==> src/rtl/pio_calc_pkg.sv <==
package pio_calc_pkg;

    localparam int CNT_W = 5;

    typedef logic [CNT_W-1:0] cnt_t;

    // two-bit setup field code as decoded by the timing generator
    function automatic logic [1:0] setup_code(input cnt_t s);
        logic [1:0] c;
        case (s)
            5'd1, 5'd2: c = 2'b01;
            5'd3:       c = 2'b10;
            5'd4:       c = 2'b00;
            default:    c = 2'b11;
        endcase
        return c;
    endfunction

    // a count of 16 (or more) occupies a nibble as zero
    function automatic logic [3:0] to_nibble(input cnt_t c);
        return (c >= 5'd16) ? 4'd0 : c[3:0];
    endfunction

    function automatic cnt_t cnt_max(input cnt_t a, input cnt_t b);
        return (a > b) ? a : b;
    endfunction

endpackage

==> src/rtl/pio_ceil_div.sv <==
module pio_ceil_div #(
    parameter int NUM_W = 11,
    parameter int DEN_W = 8
) (
    input  logic             clk,
    input  logic             rst_n,
    input  logic             go_i,
    input  logic [NUM_W-1:0] num_i,
    input  logic [DEN_W-1:0] den_i,
    output logic [NUM_W-1:0] quo_o,
    output logic             valid_o
);

    localparam int CW = $clog2(NUM_W + 1);

    typedef struct packed {
        logic             busy;
        logic [CW-1:0]    cnt;
        logic [DEN_W-1:0] rem;
        logic [NUM_W-1:0] quo;
        logic [DEN_W-1:0] den;
        logic             valid;
    } div_st_t;

    div_st_t st_d, st_q;
    logic [DEN_W:0] shifted;
    logic [DEN_W:0] trial;

    always_comb begin
        st_d       = st_q;
        st_d.valid = 1'b0;
        shifted    = {st_q.rem, st_q.quo[NUM_W-1]};
        trial      = shifted - {1'b0, st_q.den};
        if (go_i && !st_q.busy) begin
            st_d.busy = 1'b1;
            st_d.cnt  = CW'(NUM_W);
            st_d.rem  = '0;
            st_d.quo  = num_i;
            st_d.den  = den_i;
        end else if (st_q.busy) begin
            if (!trial[DEN_W]) begin
                st_d.rem = trial[DEN_W-1:0];
                st_d.quo = {st_q.quo[NUM_W-2:0], 1'b1};
            end else begin
                st_d.rem = shifted[DEN_W-1:0];
                st_d.quo = {st_q.quo[NUM_W-2:0], 1'b0};
            end
            st_d.cnt = st_q.cnt - CW'(1);
            if (st_q.cnt == CW'(1)) begin
                st_d.busy  = 1'b0;
                st_d.valid = 1'b1;
            end
        end
    end

    always_ff @(posedge clk or negedge rst_n) begin
        if (!rst_n) st_q <= '0;
        else        st_q <= st_d;
    end

    assign quo_o   = st_q.quo;
    assign valid_o = st_q.valid;

    AST_DIV_REM_BOUND: assert property (@(posedge clk) disable iff (!rst_n)
        st_q.valid |-> (st_q.rem < st_q.den));

    AST_DIV_NO_RELOAD: assert property (@(posedge clk) disable iff (!rst_n)
        (st_q.busy && st_q.cnt != CW'(1)) |=> st_q.busy);

endmodule

==> src/rtl/pio_count_shape.sv <==
module pio_count_shape
    import pio_calc_pkg::*;
#(
    parameter int NUM_W = 11
) (
    input  logic [NUM_W-1:0] q_set_i,
    input  logic [NUM_W-1:0] q_act_i,
    input  logic [NUM_W-1:0] q_rec_i,
    input  logic [NUM_W-1:0] q_cyc_i,
    input  logic             rev_b_i,
    input  logic             zero_i,
    output cnt_t             set_o,
    output cnt_t             act_o,
    output cnt_t             rec_o
);

    localparam int W = NUM_W + 2;

    logic [W-1:0] s_w, a1, cyc_w, sum_sa, left_w, rec_w;
    logic [W-1:0] r1, r2, r3, r4, r5, a2, a3;

    always_comb begin
        s_w    = W'(q_set_i);
        cyc_w  = W'(q_cyc_i);
        rec_w  = W'(q_rec_i);
        a1     = (q_act_i < NUM_W'(2)) ? W'(2) : W'(q_act_i);
        sum_sa = s_w + a1;
        left_w = (cyc_w > sum_sa) ? (cyc_w - sum_sa) : '0;
        r1     = (rec_w > left_w) ? rec_w : left_w;
        r2     = (r1 < W'(2)) ? W'(2) : r1;
        if (r2 > W'(17)) begin
            a2 = a1 + r2 - W'(17);
            r3 = W'(17);
        end else begin
            a2 = a1;
            r3 = r2;
        end
        a3 = (a2 > W'(16)) ? W'(16) : a2;
        r4 = rev_b_i ? (r3 - W'(1)) : r3;
        r5 = (r4 > W'(16)) ? W'(16) : r4;
        if (zero_i) begin
            set_o = 5'd4;
            act_o = 5'd16;
            rec_o = 5'd16;
        end else begin
            set_o = (s_w > W'(31)) ? 5'd31 : CNT_W'(s_w);
            act_o = CNT_W'(a3);
            rec_o = CNT_W'(r5);
        end
    end

endmodule

==> src/rtl/pio_merge_pack.sv <==
module pio_merge_pack
    import pio_calc_pkg::*;
(
    input  cnt_t       own_set_i,
    input  cnt_t       own_act_i,
    input  cnt_t       own_rec_i,
    input  logic       mate_on_i,
    input  cnt_t       mate_set_i,
    input  cnt_t       mate_act_i,
    input  cnt_t       mate_rec_i,
    output logic [7:0] setup_byte_o,
    output logic [7:0] timing_byte_o
);

    cnt_t m_set, m_act, m_rec;

    always_comb begin
        if (mate_on_i) begin
            m_set = cnt_max(own_set_i, mate_set_i);
            m_act = cnt_max(own_act_i, mate_act_i);
            m_rec = cnt_max(own_rec_i, mate_rec_i);
        end else begin
            m_set = own_set_i;
            m_act = own_act_i;
            m_rec = own_rec_i;
        end
        setup_byte_o  = {setup_code(m_set), 6'b000000};
        timing_byte_o = {to_nibble(m_act), to_nibble(m_rec)};
    end

endmodule

==> src/rtl/pio_timing_calc.sv <==
module pio_timing_calc
    import pio_calc_pkg::*;
#(
    parameter int TIME_W = 10,
    parameter int PER_W  = 8
) (
    input  logic              clk,
    input  logic              rst_n,
    input  logic              start_i,
    input  logic [TIME_W-1:0] setup_ns_i,
    input  logic [TIME_W-1:0] active_ns_i,
    input  logic [TIME_W-1:0] cycle_ns_i,
    input  logic [PER_W-1:0]  period_ns_i,
    input  logic              rev_b_i,
    input  logic              mate_present_i,
    input  logic [4:0]        mate_setup_i,
    input  logic [4:0]        mate_active_i,
    input  logic [4:0]        mate_recov_i,
    output logic              done_o,
    output logic              err_o,
    output logic [4:0]        setup_cnt_o,
    output logic [4:0]        active_cnt_o,
    output logic [4:0]        recov_cnt_o,
    output logic [7:0]        setup_byte_o,
    output logic [7:0]        timing_byte_o
);

    localparam int NUM_W = TIME_W + 1;
    localparam int N_OPS = 4;

    typedef enum logic [1:0] {S_IDLE, S_ISSUE, S_WAIT, S_FIN} phase_e;

    typedef struct packed {
        phase_e                       ph;
        logic [1:0]                   idx;
        logic [TIME_W-1:0]            sns;
        logic [TIME_W-1:0]            ans;
        logic [TIME_W-1:0]            cns;
        logic [TIME_W-1:0]            rns;
        logic [PER_W-1:0]             per;
        logic                         rev;
        logic                         zero;
        logic                         mate_on;
        cnt_t                         ms;
        cnt_t                         ma;
        cnt_t                         mr;
        logic [N_OPS-1:0][NUM_W-1:0]  qv;
        logic                         done;
        logic                         err;
        cnt_t                         so;
        cnt_t                         ao;
        cnt_t                         ro;
        logic [7:0]                   sb;
        logic [7:0]                   tb;
    } calc_st_t;

    calc_st_t st_d, st_q;

    logic              div_go, div_valid;
    logic [NUM_W-1:0]  div_num, div_quo;
    logic [TIME_W-1:0] op_ns;
    logic [NUM_W-1:0]  sum_sa;
    cnt_t              sh_set, sh_act, sh_rec;
    logic [7:0]        pk_sb, pk_tb;

    // operand selection for the shared divider: numerator is time + period - 1
    always_comb begin
        case (st_q.idx)
            2'd0:    op_ns = st_q.sns;
            2'd1:    op_ns = st_q.ans;
            2'd2:    op_ns = st_q.rns;
            default: op_ns = st_q.cns;
        endcase
        div_num = NUM_W'(op_ns) + NUM_W'(st_q.per) - NUM_W'(1);
        div_go  = (st_q.ph == S_ISSUE);
    end

    pio_ceil_div #(.NUM_W(NUM_W), .DEN_W(PER_W)) u_div (
        .clk     (clk),
        .rst_n   (rst_n),
        .go_i    (div_go),
        .num_i   (div_num),
        .den_i   (st_q.per),
        .quo_o   (div_quo),
        .valid_o (div_valid)
    );

    pio_count_shape #(.NUM_W(NUM_W)) u_shape (
        .q_set_i (st_q.qv[0]),
        .q_act_i (st_q.qv[1]),
        .q_rec_i (st_q.qv[2]),
        .q_cyc_i (st_q.qv[3]),
        .rev_b_i (st_q.rev),
        .zero_i  (st_q.zero),
        .set_o   (sh_set),
        .act_o   (sh_act),
        .rec_o   (sh_rec)
    );

    pio_merge_pack u_pack (
        .own_set_i     (sh_set),
        .own_act_i     (sh_act),
        .own_rec_i     (sh_rec),
        .mate_on_i     (st_q.mate_on),
        .mate_set_i    (st_q.ms),
        .mate_act_i    (st_q.ma),
        .mate_rec_i    (st_q.mr),
        .setup_byte_o  (pk_sb),
        .timing_byte_o (pk_tb)
    );

    always_comb begin
        st_d      = st_q;
        st_d.done = 1'b0;
        sum_sa    = NUM_W'(setup_ns_i) + NUM_W'(active_ns_i);
        case (st_q.ph)
            S_IDLE: begin
                if (start_i) begin
                    st_d.sns     = setup_ns_i;
                    st_d.ans     = active_ns_i;
                    st_d.cns     = cycle_ns_i;
                    st_d.rns     = (NUM_W'(cycle_ns_i) > sum_sa)
                                   ? TIME_W'(NUM_W'(cycle_ns_i) - sum_sa) : '0;
                    st_d.per     = period_ns_i;
                    st_d.rev     = rev_b_i;
                    st_d.zero    = (period_ns_i == '0);
                    st_d.mate_on = mate_present_i;
                    st_d.ms      = mate_setup_i;
                    st_d.ma      = mate_active_i;
                    st_d.mr      = mate_recov_i;
                    st_d.idx     = 2'd0;
                    st_d.ph      = (period_ns_i == '0) ? S_FIN : S_ISSUE;
                end
            end
            S_ISSUE: st_d.ph = S_WAIT;
            S_WAIT: begin
                if (div_valid) begin
                    st_d.qv[st_q.idx] = div_quo;
                    if (st_q.idx == 2'(N_OPS - 1)) begin
                        st_d.ph = S_FIN;
                    end else begin
                        st_d.idx = st_q.idx + 2'd1;
                        st_d.ph  = S_ISSUE;
                    end
                end
            end
            default: begin
                st_d.so   = sh_set;
                st_d.ao   = sh_act;
                st_d.ro   = sh_rec;
                st_d.sb   = pk_sb;
                st_d.tb   = pk_tb;
                st_d.err  = st_q.zero;
                st_d.done = 1'b1;
                st_d.ph   = S_IDLE;
            end
        endcase
    end

    always_ff @(posedge clk or negedge rst_n) begin
        if (!rst_n) begin
            st_q    <= '0;
            st_q.ph <= S_IDLE;
            st_q.so <= 5'd4;
            st_q.ao <= 5'd16;
            st_q.ro <= 5'd16;
        end else begin
            st_q <= st_d;
        end
    end

    assign done_o        = st_q.done;
    assign err_o         = st_q.err;
    assign setup_cnt_o   = st_q.so;
    assign active_cnt_o  = st_q.ao;
    assign recov_cnt_o   = st_q.ro;
    assign setup_byte_o  = st_q.sb;
    assign timing_byte_o = st_q.tb;

    AST_ACT_LIMIT: assert property (@(posedge clk) disable iff (!rst_n)
        (done_o && !err_o) |-> (active_cnt_o >= 5'd2 && active_cnt_o <= 5'd16));

    AST_REC_LIMIT: assert property (@(posedge clk) disable iff (!rst_n)
        (done_o && !err_o) |-> (recov_cnt_o >= 5'd1 && recov_cnt_o <= 5'd16));

    AST_ZERO_SLOWEST: assert property (@(posedge clk) disable iff (!rst_n)
        (done_o && err_o) |-> (setup_cnt_o == 5'd4 && active_cnt_o == 5'd16
                               && recov_cnt_o == 5'd16));

    AST_DONE_PULSE: assert property (@(posedge clk) disable iff (!rst_n)
        done_o |=> !done_o);

    AST_HOLD_RESULT: assert property (@(posedge clk) disable iff (!rst_n)
        !done_o |-> $stable({err_o, setup_cnt_o, active_cnt_o, recov_cnt_o,
                             setup_byte_o, timing_byte_o}));

    AST_BUSY_IGNORE: assert property (@(posedge clk) disable iff (!rst_n)
        (st_q.ph != S_IDLE && start_i) |=> $stable({st_q.sns, st_q.ans, st_q.cns, st_q.per}));

endmodule

==> config.mk <==
export PLATFORM = sky130hd
export DESIGN_NAME = pio_timing_calc
export DESIGN_NICKNAME = d
export VERILOG_FILES = /design/src/rtl/pio_calc_pkg.sv /design/src/rtl/pio_ceil_div.sv /design/src/rtl/pio_count_shape.sv /design/src/rtl/pio_merge_pack.sv /design/src/rtl/pio_timing_calc.sv
export SDC_FILE = /design/constraint.sdc
export NUM_CORES = 1
export LEC_CHECK = 0
export BUFFER_PORTS_ARGS = -buffer_cell sky130_fd_sc_hd__buf_2
export CAP_MARGIN = 10
export CORE_MARGIN = 1.5
export CORE_UTILIZATION = 40
export DETAILED_ROUTE_END_ITERATION = 6
export GPL_TIMING_DRIVEN = 1
export PLACE_DENSITY = 0.6
export SETUP_SLACK_MARGIN = 0.02
export SLEW_MARGIN = 20
export SYNTH_ARGS = -nofsm -noshare
export SYNTH_HDL_FRONTEND = slang
export SYNTH_SLANG_ARGS = --single-unit
export TNS_END_PERCENT = 50
==> constraint.sdc <==
create_clock -name clk -period 16.5 [get_ports clk]
set_input_delay 1.65 -clock clk [delete_from_list [all_inputs] [get_ports clk]]
set_output_delay 1.65 -clock clk [all_outputs]
set_load 0.02 [all_outputs]
==> metrics, run 1 <==
xor-xnor portion of the synthesized cell area=3.68%; detailed-route wire length per cell=16.7 um; RSZ-0062 raised after global routing=no; Max-slew headroom=32.9%; Adder-Cell Fraction of Synth Area=13.5%; post-synthesis mux area share=5.93%; post-synthesis register bit count=174; Mapped Area=0.0124 mm^2; clock-pin slew on the worst setup and hold paths=0.08 ns; count of unique library cells instantiated by Yosys=86; Synth-to-Final Area Change=9.17%; Worst Skew=0.0200 ns; Die H=179 um; Post-synth EDFFs=0; die area=0.0320 mm^2; Slowest cell on crit path=nor3b_2; total grt overflow=0; DRC=0; # port buffers=84; hold buffers post-CTS=0; Hold Violations, Final=0; CTS tree=yes; DRT Pass-1 Iters=5; Inserted Clock Buffers=17; crit-path most repeated cell=a21oi_1; Syn. warnings=0; largest family of logic cells by synthesized area=compound AO/OA/AOI/OAI gates; Critical Path End Type=flip-flop; CTS H-tree depth=4; clock buffer depth=2; arrival time worst endpoint=13.67 ns; final setup vio count=0; Gates resized, CTS repair=0; root buffer cell=clkbuf_16; CTS Sinks=174; fin util=44.3%; maxcap violations=0; Post-CTS Setup Bufs=0; nets=1631; startpoint types=flip-flop; Worst EP required=16.85 ns; total number of vias=9933; area of the core=0.0305 mm^2; Rows=64; initial antenna violation count=0; worst-skew pair later-pin latency=0.45 ns; routability cong.=0.912; Yosys top cell area share=34.6%; Simple-Gate Fraction of Synth Area=16.8%; post-place setup slack=3.35 ns; Critical Path Fanout Max=15; slowest cell delay on critical path=0.76 ns; Mapped Cells=1417; status=completed; crit path kind=flip-flop to flip-flop; fin crit period=13.32 ns; DR vias/cell=5.36; layout cells sized above 1=14.2%; Tcrit/Tclk final=80.7%; Synth Area in Compound Gates=17.7%; Area contributors post-synth=dfrtp_1 35%, ha_1 12%, nand2_1 8.0%, mux2_2 5.3%, o21ai_0 4.2%; DRT Wirelength=31000 um; register area share after synthesis=35.2%; vias in the first global route=9583; Post-DP HPWL=23300 um; Total GRT Usage=19.9%; Antenna Cells=0; global-route wire length before repair=49900 um; setup ws final=3.18 ns; setup_tns=0 ns; initial DRC count=665; IO Count=91; worst hold path class=flip-flop to flip-flop; Final Max Tran Viols=0; slew at the pin with the worst max-slew slack=1.00 ns; Post-synth ARST share=100%; largest net degree at the start of global routing=108; Initial Util=40.5%; ANT nets after route=0; Fmax=75.1 MHz; Synth area leader=dfrtp_1; ys flop type=dfrtp_1; post-synthesis average cell area=8.73 um^2; Die Wd=179 um
==> through the flow <==
stage / std cells / area, um^2 / hold WS, ns
6_report: 1852 / 13500 / 0.459
3_3_place_gp: 1821 / 12900 / 0.445
4_1_cts: 1852 / 13500 / 0.461
2_1_floorplan: 1424 / 12400 / 0.439
3_5_place_dp: 1821 / 12900 / 0.449
5_1_grt: 1852 / 13500 / 0.480
==> layout make-up <==
| cell class | count | area [um^2] |
|---|---|---|
| Inverter | 113 | 424 |
| Clock inverter | 14 | 171 |
| Multi-Input combinational cell | 1048 | 7160 |
| Fill cell | 2992 | 17000 |
| Clock buffer | 17 | 425 |
| Tap cell | 396 | 495 |
| Sequential cell | 174 | 4360 |
| Timing Repair Buffer | 90 | 472 |
==> final timing paths <==
check / from / end / slack, ns / cells past startpoint
hold reg to reg: setup_cnt_o[2] / setup_cnt_o[2] / 0.46 / 2
setup reg to reg: st_q[50] / timing_byte_o[6] / 3.18 / 57
max in group asynchronous: rst_n / recov_cnt_o[3] / 13.69 / 2
min in group asynchronous: rst_n / u_div.shifted[5] / 1.33 / 1
hold / removal: setup_cnt_o[2] / setup_cnt_o[2] / 0.46 / 2
setup / recovery: st_q[50] / timing_byte_o[6] / 3.18 / 57
==> synth_stat cells (4+ instances only) <==
master,count
and3_1,5
mux2_2,58
o31ai_1,7
nand4_1,7
nor2_1,82
dfrtp_1,171
ha_1,122
a21o_1,20
clkbuf_1,50
o21a_1,11
a211oi_1,10
mux2i_1,8
buf_2,5
a21oi_1,65
nand3_1,15
a22oi_1,12
inv_1,113
a22o_1,11
nor3_1,18
o211ai_1,5
a222oi_1,9
nand2_1,262
nor4_1,6
xnor2_1,32
xor2_1,20
nor2b_1,15
buf_4,31
o21ai_0,105
a31oi_1,4
or2_2,5
a221oi_1,4
fa_1,7
nand2b_1,18
or3_1,7
o21ai_1,4
o21bai_1,14
==> logic make-up (layout without fill, tap and decap cells) <==
kind of cell / count (synthesis) / count (layout)
simple gates: 465 / 465
compound gates: 327 / 327
buf+inv: 202 / 234
flops: 174 / 174
fa+ha+maj: 129 / 129
mux: 66 / 66
xor+xnor: 52 / 52
other cells: 2 / 9
==> registers in the layout (all words and copies together) (netlist names) <==
register / count
st_q: 114
u_div.st_q: 13
u_div.quo_o: 11
timing_byte_o: 8
u_div.shifted: 8
active_cnt_o: 5
recov_cnt_o: 5
setup_cnt_o: 5
setup_byte_o: 2
done_o: 1
err_o: 1
u_div.valid_o: 1
==> layer usage <==
layer  GRT usage, %  wire [um]
met5              0          0
met3           2.82       1290
met4           5.52        569
met2           32.8      14600
met1           27.1      14500
==> critical path: cells and delay by family, from the launching register on <==
family | cells | cell delay [ns]
AO/OA/AOI/OAI | 29 | 5.44
XOR/XNOR | 1 | 0.16
adder cells (fa/ha/maj) | 7 | 1.96
buffers and inverters | 3 | 0.26
flip-flops | 1 | 0.47
multiplexers | 1 | 0.15
AND/OR/NAND/NOR | 16 | 4.73
==> cells in the final DEF, fill, tap and decap left out, types with 14 or more instances in the layout <==
cell	Yosys	routed
a21o_1	20	20
clkbuf_16	0	17
xor2_1	20	20
nor2b_1	15	15
nand2_1	262	262
mux2_2	58	58
o21ai_0	105	105
ha_1	122	122
buf_2	5	83
nor2_1	82	81
a21oi_1	65	65
inv_1	113	113
nor3_1	18	18
dfrtp_1	171	171
o21bai_1	14	14
xnor2_1	32	32
nand2b_1	18	18
nand3_1	15	15
Power of run 1 is left out: the tool's default activity adds up to more than one toggle a clock period on the data nets, which glitch-free logic cannot reach.
==> inputs of run 2 (changes only) <==
--- a/config.mk
+++ b/config.mk
@@ -5,13 +5,14 @@
 export SDC_FILE = /design/constraint.sdc
 export NUM_CORES = 1
 export LEC_CHECK = 0
+export ABC_AREA = 1
 export BUFFER_PORTS_ARGS = -buffer_cell sky130_fd_sc_hd__buf_2
 export CAP_MARGIN = 10
 export CORE_MARGIN = 1.5
 export CORE_UTILIZATION = 40
 export DETAILED_ROUTE_END_ITERATION = 6
 export GPL_TIMING_DRIVEN = 1
-export PLACE_DENSITY = 0.6
+export PLACE_DENSITY = 0.62
 export SETUP_SLACK_MARGIN = 0.02
 export SLEW_MARGIN = 20
 export SYNTH_ARGS = -nofsm -noshare
==> constraint.sdc (replaced) <==
create_clock -name clk -period 12.15 [get_ports clk]
set_input_delay 1.215 -clock clk [delete_from_list [all_inputs] [get_ports clk]]
set_output_delay 1.215 -clock clk [all_outputs]
set_load 0.02 [all_outputs]
==> metrics, run 2 <==
GR met1 Demand/Resource=28.0%; Critical Path End Type=flip-flop; IO Count=91; total number of vias=10500; reg2reg setup slack=1.21 ns; Syn. warnings=0; Yosys top cell area share=34.5%; detailed-route wire length per cell=15.0 um; multi-input logic area=0.00673 mm^2; Worst Hold Launch=u_div.st_q[31]; post-synthesis average cell area=7.52 um^2; startpoint types=flip-flop; register area share after synthesis=35.1%; fin crit period=10.94 ns; DR vias/cell=5.02; Synth area leader=dfrtp_1; Worst EP required=12.47 ns; root buffer cell=clkbuf_16; Post-synth EDFFs=0; GR peak layer=met2; DRT Pass-1 Iters=7; Final Max Tran Viols=0; RR Endpoint=timing_byte_o[7]; Critical Path Fanout Max=13; Mapped Area=0.0124 mm^2; met2 global-route usage=33.2%; Slowest cell on crit path=dfrtp_1; filler instances=3114; Synth-to-Final Area Change=9.27%; ANT nets after route=0; Inserted Clock Buffers=17; setup_tns=0 ns; Die H=179 um; Commonest cells post-synth=446 x nand2_1, 230 x inv_1, 171 x dfrtp_1, 147 x o21ai_0, 122 x ha_1; clock-pin slew on the worst setup and hold paths=0.07 ns; max FFs per register=114; crit path kind=flip-flop to flip-flop; Max-slew headroom=35.8%; maxcap violations=0; die area=0.0321 mm^2; commonest non-fill, non-tap cell in the layout=nand2_1; Worst Skew=0.0141 ns; DRC=0; Fmax=91.4 MHz; global-route wire length before repair=51400 um; Antenna Cells=0; count of unique library cells instantiated by Yosys=58; Post-DP HPWL=23900 um; RSZ-0062 raised after global routing=no; Hold Crit Depth=1; r2r startpoint=st_q[50]; hold endpoint=u_div.valid_o; Hold Violations, Final=0; hold buffers post-CTS=0; final setup vio count=0; CP bufs+invs=9; routability cong.=0.922; initial DRC count=623; arrival time worst endpoint=11.27 ns; DRT Wirelength=31400 um; Mapped Cells=1649; cell family with most CP delay=simple AND/OR/NAND/NOR gates; worst-skew pair later-pin latency=0.45 ns; area of the core=0.0306 mm^2; total grt overflow=0; path depth of the worst reg2reg path=75; Post-synth ARST share=100%; initial antenna violation count=0; nets=1873; largest net degree at the start of global routing=105; Top reg by flops=st_q; slowest cell delay on critical path=0.43 ns; CTS Sinks=174; Gates resized, CTS repair=0; ys flop type=dfrtp_1; post-synthesis register bit count=174; worst hold path class=flip-flop to flip-flop; Post-CTS Setup Bufs=0; Rows=64; CTS tree=yes; clock buffer depth=2; Area contributors post-synth=dfrtp_1 34%, nand2_1 13%, ha_1 12%, inv_1 7.0%, o21ai_0 5.9%; # port buffers=84; CTS H-tree depth=4; vias in the first global route=10200; most common cell in the netlist=nand2_1; status=completed; Initial Util=40.6%; Tcrit/Tclk final=90.1%; slew at the pin with the worst max-slew slack=0.962 ns; Die Wd=179 um; Reg area=0.00436 mm^2; most frequent cells in the layout=446 x nand2_1, 229 x inv_1, 171 x dfrtp_1; crit-path most repeated cell=nand2_1; layout cells sized above 1=11.2%; Total GRT Usage=20.4%; met3 Track Usage GR=3.05%
-- run 2: changes by cell type in the layout (fill, tap and decap cells not counted), moves of 22 or more --
cell	change
o22ai_1	+22
inv_1	+116
nand3_1	+28
mux2_2	-58
nand2_1	+184
nor2_1	+33
o21ai_0	+42
-- run 2: cell type report --
class | instances | area share (%)
inverters | 239 | 6.62
clock inverters | 14 | 1.17
repair buffers | 91 | 3.54
flip-flops and latches | 174 | 32.2
well taps | 396 | 3.66
multi-input cells | 1163 | 49.6
clock buffers | 18 | 3.24
-- run 2: metal layers --
metal | vias to the layer above | share of wire (%)
met1 | 4885 | 48
met3 | 38 | 3.9
met4 | 0 | 2.1
li1 | 5344 | -
met5 | - | 0
met2 | 242 | 46
-- run 2: through the flow --
stage	setup slack, ns	utilization, %	cells	cell area (um^2)	hold slack [ns]
after CTS	1.18	44.3	2093	13500	0.480
after global placement	1.61	42.3	2061	12900	0.454
after floorplan	2.80	-	1656	12400	0.446
final	1.21	44.3	2095	13600	0.477
after detailed placement	1.25	42.3	2061	12900	0.466
after global routing	0.0846	44.3	2095	13600	0.496
-- run 2: cell families (layout without fill, tap and decap cells) --
| family | after synthesis | count (layout) | synth area share, % |
|---|---|---|---|
| flip-flops | 174 | 174 | 35.1 |
| AND/OR/NAND/NOR | 698 | 698 | 24.6 |
| XOR/XNOR | 39 | 39 | 2.81 |
| buffers and inverters | 319 | 362 | 10.9 |
| adder cells (fa/ha/maj) | 129 | 129 | 13.4 |
| AO/OA/AOI/OAI | 288 | 288 | 13.1 |
| other | 2 | 9 | 0.0605 |
-- run 2: worst max path at each step --
| stage | from | endpoint | depth (start not counted) |
|---|---|---|---|
| 2_1_floorplan | st_q[50] | timing_byte_o[5] | 75 |
| 3_3_place_gp | st_q[50] | timing_byte_o[7] | 70 |
| 5_1_grt | st_q[50] | timing_byte_o[7] | 75 |
| 3_5_place_dp | st_q[50] | timing_byte_o[7] | 70 |
| 4_1_cts | st_q[50] | timing_byte_o[7] | 70 |
| 6_report | st_q[50] | timing_byte_o[7] | 75 |
Power of run 2 is left out for the same reason.
